$ cat config.mk
export PLATFORM = sky130hd
export DESIGN_NAME = csa_adder
export DESIGN_NICKNAME = d
export VERILOG_FILES = /design/src/rtl/csa_pkg.sv /design/src/rtl/csa_fa_cell.sv /design/src/rtl/csa_ripple_group.sv /design/src/rtl/csa_select_group.sv /design/src/rtl/csa_adder.sv
export SDC_FILE = /design/constraint.sdc
export NUM_CORES = 1
export LEC_CHECK = 0
export BUFFER_PORTS_ARGS = -buffer_cell sky130_fd_sc_hd__buf_2
export CAP_MARGIN = 10
export CORE_AREA = 2 2 39 41
export DETAILED_ROUTE_END_ITERATION = 8
export DIE_AREA = 0 0 41 43
export PLACE_DENSITY = 0.82
export SLEW_MARGIN = 0
export SYNTH_ARGS = -nofsm -noshare
export SYNTH_HDL_FRONTEND = slang
export SYNTH_SLANG_ARGS = --single-unit
$ cat constraint.sdc
create_clock -name vclk -period 25.9
set_input_delay 5.18 -clock vclk [all_inputs]
set_output_delay 5.18 -clock vclk [all_outputs]
set_load 0.01 [all_outputs]
$ cat src/rtl/csa_pkg.sv
package csa_pkg;

  typedef struct packed {
    logic s;
    logic co;
  } fa_res_t;

  function automatic logic bit_sum(logic x, logic y, logic c);
    return x ^ y ^ c;
  endfunction

  function automatic logic bit_carry(logic x, logic y, logic c);
    return (x & y) | (c & (x ^ y));
  endfunction

  function automatic fa_res_t fa_eval(logic x, logic y, logic c);
    fa_res_t r;
    r.s  = bit_sum(x, y, c);
    r.co = bit_carry(x, y, c);
    return r;
  endfunction

endpackage

$ cat src/rtl/csa_fa_cell.sv
module csa_fa_cell
  import csa_pkg::*;
(
  input  logic x,
  input  logic y,
  input  logic ci,
  output logic s,
  output logic co
);
  fa_res_t res;
  assign res = fa_eval(x, y, ci);
  assign s   = res.s;
  assign co  = res.co;
endmodule

$ cat src/rtl/csa_ripple_group.sv
module csa_ripple_group #(
  parameter int W = 4
) (
  input  logic [W-1:0] a,
  input  logic [W-1:0] b,
  input  logic         ci,
  output logic [W-1:0] s,
  output logic         co
);
  logic [W:0] chain;
  assign chain[0] = ci;

  for (genvar i = 0; i < W; i++) begin : g_bit
    csa_fa_cell u_fa (
      .x (a[i]),
      .y (b[i]),
      .ci(chain[i]),
      .s (s[i]),
      .co(chain[i+1])
    );
  end

  assign co = chain[W];
endmodule

$ cat src/rtl/csa_select_group.sv
module csa_select_group #(
  parameter int W = 4
) (
  input  logic [W-1:0] a,
  input  logic [W-1:0] b,
  input  logic         sel_ci,
  output logic [W-1:0] s,
  output logic         co,
  output logic [W-1:0] s_if0,
  output logic [W-1:0] s_if1,
  output logic         co_if0,
  output logic         co_if1
);
  csa_ripple_group #(.W(W)) u_zero (
    .a (a),
    .b (b),
    .ci(1'b0),
    .s (s_if0),
    .co(co_if0)
  );

  csa_ripple_group #(.W(W)) u_one (
    .a (a),
    .b (b),
    .ci(1'b1),
    .s (s_if1),
    .co(co_if1)
  );

  assign s  = sel_ci ? s_if1  : s_if0;
  assign co = sel_ci ? co_if1 : co_if0;
endmodule

$ cat src/rtl/csa_adder.sv
module csa_adder #(
  parameter int WIDTH = 16,
  parameter int GROUP = 4
) (
  input  logic [WIDTH-1:0] a,
  input  logic [WIDTH-1:0] b,
  input  logic             cin,
  output logic [WIDTH-1:0] sum,
  output logic             cout
);
  localparam int NG = WIDTH / GROUP;

  if ((WIDTH % GROUP) != 0 || GROUP < 1) begin : g_bad_cfg
    $error("csa_adder: WIDTH must be a multiple of GROUP (R8)");
  end

  // Named internal events for the checker
  logic [NG:0]      grp_carry;
  logic [WIDTH-1:0] pre_sum0;
  logic [WIDTH-1:0] pre_sum1;
  logic [NG-1:0]    pre_co0;
  logic [NG-1:0]    pre_co1;

  assign grp_carry[0] = cin;

  for (genvar g = 0; g < NG; g++) begin : g_slice
    if (g == 0) begin : g_base
      logic [GROUP-1:0] s_lo;
      logic             c_lo;
      csa_ripple_group #(.W(GROUP)) u_base (
        .a (a[0 +: GROUP]),
        .b (b[0 +: GROUP]),
        .ci(grp_carry[0]),
        .s (s_lo),
        .co(c_lo)
      );
      assign sum[0 +: GROUP]      = s_lo;
      assign grp_carry[1]         = c_lo;
      assign pre_sum0[0 +: GROUP] = s_lo;
      assign pre_sum1[0 +: GROUP] = s_lo;
      assign pre_co0[0]           = c_lo;
      assign pre_co1[0]           = c_lo;
    end else begin : g_upper
      logic [GROUP-1:0] s_sel;
      logic             c_sel;
      csa_select_group #(.W(GROUP)) u_sel (
        .a     (a[g*GROUP +: GROUP]),
        .b     (b[g*GROUP +: GROUP]),
        .sel_ci(grp_carry[g]),
        .s     (s_sel),
        .co    (c_sel),
        .s_if0 (pre_sum0[g*GROUP +: GROUP]),
        .s_if1 (pre_sum1[g*GROUP +: GROUP]),
        .co_if0(pre_co0[g]),
        .co_if1(pre_co1[g])
      );
      assign sum[g*GROUP +: GROUP] = s_sel;
      assign grp_carry[g+1]        = c_sel;
    end
  end

  assign cout = grp_carry[NG];
endmodule

# [Yosys cells after proc, flatten, opt, wreduce, memory -nomap -nowiden]
# Index checks and enable logic that the tools add are counted.
[totals] ff_bits=0 inputBits=33 output_inout_bits=17
[classes] n_mux=6 bitwise=104
[op_table] cell="1-bit AND" n=38
[op_table] cell="1-bit bitwise XOR" n=38
[op_table] cell="1-bit OR" n=25
[op_table] cell="4-bit two-way mux" n=3
[op_table] cell="1-bit two-way mux" n=3
[op_table] cell="1-bit inverter" n=3

# [Longest topological paths before layout]
[logic_depth] depth_word=12 ltp_mapped=21 mapped_depth_nobuf=21

# [Modules after synthesis]
# Synthesis repeated with hierarchy kept, for this count alone.
[hier_totals] hier_cells=49 hier_area_um2=752.0
[by_module_without_submodules] mod="csa_fa_cell" n_inst=28 cells_per_inst=1 area_per_inst_um2=20.0 seq_area_each_um2=0.0
[by_module_without_submodules] mod="csa_select_group" n_inst=3 cells_per_inst=7 area_per_inst_um2=63.8 seq_area_each_um2=0.0

# [Least setup slack after synthesis]
# No wires, ideal clock.
[synth_path] path_type="input to output" startpoint="input a[0]" endpoint="output sum[15]" arrival_time_ps=10654 required_time_ps=20720 slack_ps=10066 cell_stages=21 n_path_buf=0 path_cell_list="fa_1 > fa_1 > fa_1 > inv_1 > fa_1 > mux2i_1 > fa_1 > fa_1 > fa_1 > nor2_1 > a21oi_1 > fa_1 > fa_1 > fa_1 > nor2_1 > a21oi_1 > fa_1 > fa_1 > inv_1 > fa_1 > inv_1"
[synth_between] elab_chain_cells=12 word_cells_on_any_way=13 classes_between="mux (3); bitwise (10)"
[synth_rtl] element="start, declared" line="csa_adder.sv:5" rtl="input logic [WIDTH-1:0] a,"
[synth_rtl] element="1-bit bitwise XOR" line="csa_pkg.sv:13" rtl="return (x & y) | (c & (x ^ y));"
[synth_rtl] element="1-bit AND" line="csa_pkg.sv:13"
[synth_rtl] element="1-bit OR *" line="csa_pkg.sv:13"
[synth_rtl] element="1-bit AND *" line="csa_pkg.sv:13"
[synth_rtl] element="1-bit OR *" line="csa_pkg.sv:13"
[synth_rtl] element="1-bit AND *" line="csa_pkg.sv:13"
[synth_rtl] element="1-bit OR *" line="csa_pkg.sv:13"
[synth_rtl] element="1-bit AND *" line="csa_pkg.sv:13"
[synth_rtl] element="1-bit OR *" line="csa_pkg.sv:13"
[synth_rtl] element="1-bit two-way mux * (2 in a row)" line="csa_select_group.sv:31" rtl="assign co = sel_ci ? co_if1 : co_if0;"
[synth_rtl] element="4-bit two-way mux *" line="csa_select_group.sv:30" rtl="assign s = sel_ci ? s_if1 : s_if0;"
[synth_rtl] element="end, declared" line="csa_adder.sv:8" rtl="output logic [WIDTH-1:0] sum,"
# Mark *: on every way between the ends. The rest lies on a longest branch, timed or not.

# [Worst setup path in the final report]
# Ends and elaborated chain as after synthesis.

==> results.py <==
metrics = {
    "final_layout": {
        "nFlopsAndLatches": 0,
        "utilization": 0.520,
        "seqCellArea_um2": 0,
        "drive_gt1_frac": 0.538,
        "layout.nets": 147,
        "layout_common_cells": "50 x buf_2, 16 x inv_1, 13 x fa_1, 6 x ha_1",
        "n_fill_cell": 131,
        "area_growth_pct": 50.1,
        "final_common_cell": "buf_2",
        "clock_buffers": 0,
        "multi_input_area_um2": 389,
        "n_antenna_cell": 0,
        "instances_no_fill": 109,
    },
    "synthesis": {
        "synthAdderAreaFrac": 0.700,
        "synth_nets": 99,
        "synth_top_family_by_area": "adder cells",
        "synth_top_area_frac": 0.543,
        "synth_area_um2": 479,
        "synth_cell_types": 9,
        "synth.avg_cell_area_um2": 10.2,
        "synth_area_leaders": "fa_1 54%, ha_1 16%, inv_1 13%, buf_4 6.3%, xor2_1 3.7%",
        "synth_xor_area_frac": 0.0548,
        "synth_compound_area_frac": 0.0209,
        "ys_warn_count": 0,
        "muxShareOfSynthArea": 0.0209,
        "synth_seq_area_share": 0,
        "yosys.area_share.simple": 0.0157,
        "synth_cells": 47,
        "synth_top_area_cell": "fa_1",
    },
    "routing": {
        "drt_iter0_drc": 0,
        "vias_per_cell": 4.26,
        "top_layer": "met3",
        "wl_met1_um": 262,
        "drt_wl_total_um": 916,
        "wl_per_cell_um": 8.40,
        "vias": 464,
        "ant_nets": 0,
        "routed-wl-met2_um": 476,
        "drcViolationCount": 0,
        "wl_met3_um": 178,
        "drt-pass1-iter-count": 1,
    },
    "worst_setup_path": {
        "start_kind": "input pin",
        "crit_top_cell": "fa_1",
        "crit_path_top_delay_cell": "fa_1",
        "worst-setup-path-type": "input pin to output port",
        "cpPeakStageDelay_ps": 430,
        "critPathLaunch": "a[0]",
        "worstPathRequired_ps": 20720,
        "worstPathArrival_ps": 11010,
        "path_cells": "buf_2 > fa_1 > fa_1 > fa_1 > inv_1 > fa_1 > mux2i_1 > fa_1 > fa_1 > fa_1 > nor2_1 > a21oi_1 > fa_1 > fa_1 > fa_1 > nor2_1 > a21oi_1 > fa_1 > fa_1 > inv_1 > fa_1 > inv_1 > buf_2",
        "worstPathMaxFanout": 3,
        "crit_path_end_kind": "output port",
    },
    "timing": {
        "max_freq_mhz": 61.8,
        "fin_crit_sh": 0.625,
        "drv_slew": 0,
        "tns_ps": 0,
        "rsz0062_at_grt": "false",
        "hold_viol_final": 0,
        "max_slew_margin": 0.870,
        "whs_ps": 10710,
        "worst_pin_slew_ps": 189,
        "setup_viol_count_final": 0,
        "post-route-min-period_ps": 16190,
    },
    "pwr": {
        "comb_power_share": 1.000,
        "power.leakage_uw": 0.000444,
        "p_int_uw": 8.61,
        "swShare": 0.520,
        "p_seq_frac": 0,
        "clockPowerShare": 0,
        "vdd.ir_drop.worst_uv": 14.0,
        "p_per_area_mw_per_mm2": 24.9,
        "p_switching_uw": 9.32,
    },
    "die": {
        "start_util": 0.346,
        "core-area_mm2": 0.00138,
        "num_io_pins": 50,
        "fp.dieH_um": 43,
        "num_rows": 14,
        "fp.dieW_um": 41,
        "die_area_mm2": 0.00176,
    },
    "worst_hold_path": {
        "hold_depth": 3,
        "whs_endpoint": "sum[6]",
        "hp-start": "b[6]",
        "hp-class": "input pin to output port",
    },
    "global_route": {
        "grt_pass1_vias": 396,
        "grt_max_degree": 4,
        "grtUsageTotal": 0.0982,
        "gr-total-overflow": 0,
        "grt_pass1_wl_um": 1310,
        "antenna_found_initial": 0,
    },
    "placed_design": {
        "hpwl_um": 949,
        "globalplace.congestion": 0.683,
        "port-buffer-count": 50,
        "post-place-cells": 109,
    },
    "clock_tree": {
        "holdBufCountCts": 0,
        "cts_setup_buffers": 0,
        "cts_resized": 0,
    },
    "job": {
        "cap_violations": 0,
    },
    "status": {
        "outcome": "complete, no violations",
    },
}
## layout make-up
cell class         count  share of cell area
inverters             16              0.0835
well taps             16              0.0278
repair buffers        50               0.348
multi-input cells     27               0.541
## power groups by stage
stage	clock network [uW]	registers (uW)	logic (uW)
2_1_floorplan	0	0	11.9
6_report	0	0	17.9
3_5_place_dp	0	0	18.4
4_1_cts	0	0	18.5
3_3_place_gp	0	0	17.6
5_1_grt	0	0	20.8
## worst max-delay path: cells and delay by family
family	cells	cell delay, ps
AOI/OAI and AO/OA	2	110
adders and majority gates	13	4940
buffers and inverters	5	420
muxes	1	110
and+or+nand+nor	2	240
## layer usage
layer | GRT usage | vias up
met1 | 0.0990 | 206
met2 | 0.200 | 39
li1 | - | 219
met3 | 0.0157 | 0
met5 | 0 | -
met4 | 0 | 0
## synth_stat cells
master   number
xor2_1        2
fa_1         13
buf_4         4
xnor2_1       1
a21oi_1       2
inv_1        16
mux2i_1       1
ha_1          6
nor2_1        2
## worst max path at each step
stage,cells past startpoint,end
floorplan,21,sum[15]
global placement,23,sum[15]
detailed placement,23,sum[15]
CTS,23,sum[15]
global route,23,sum[15]
finish,23,sum[15]
## kinds of logic (layout without fill, tap and decap cells)
logic type                 count (synthesis)  count (layout)
buffers and inverters                     20              66
muxes                                      1               1
adders and majority gates                 19              19
and+or+nand+nor                            2               2
AOI/OAI and AO/OA                          2               2
xor gates and xnor gates                   3               3
## per-stage QoR
step | worst slack (ps) | total power, uW | area, um^2
5_1_grt | 9480 | 20.8 | 719
2_1_floorplan | 10070 | 11.9 | 479
3_3_place_gp | 9750 | 17.6 | 719
4_1_cts | 9680 | 18.5 | 719
3_5_place_dp | 9700 | 18.4 | 719
6_report | 9710 | 17.9 | 719
Note: power is estimated with default switching activity, not from simulation.
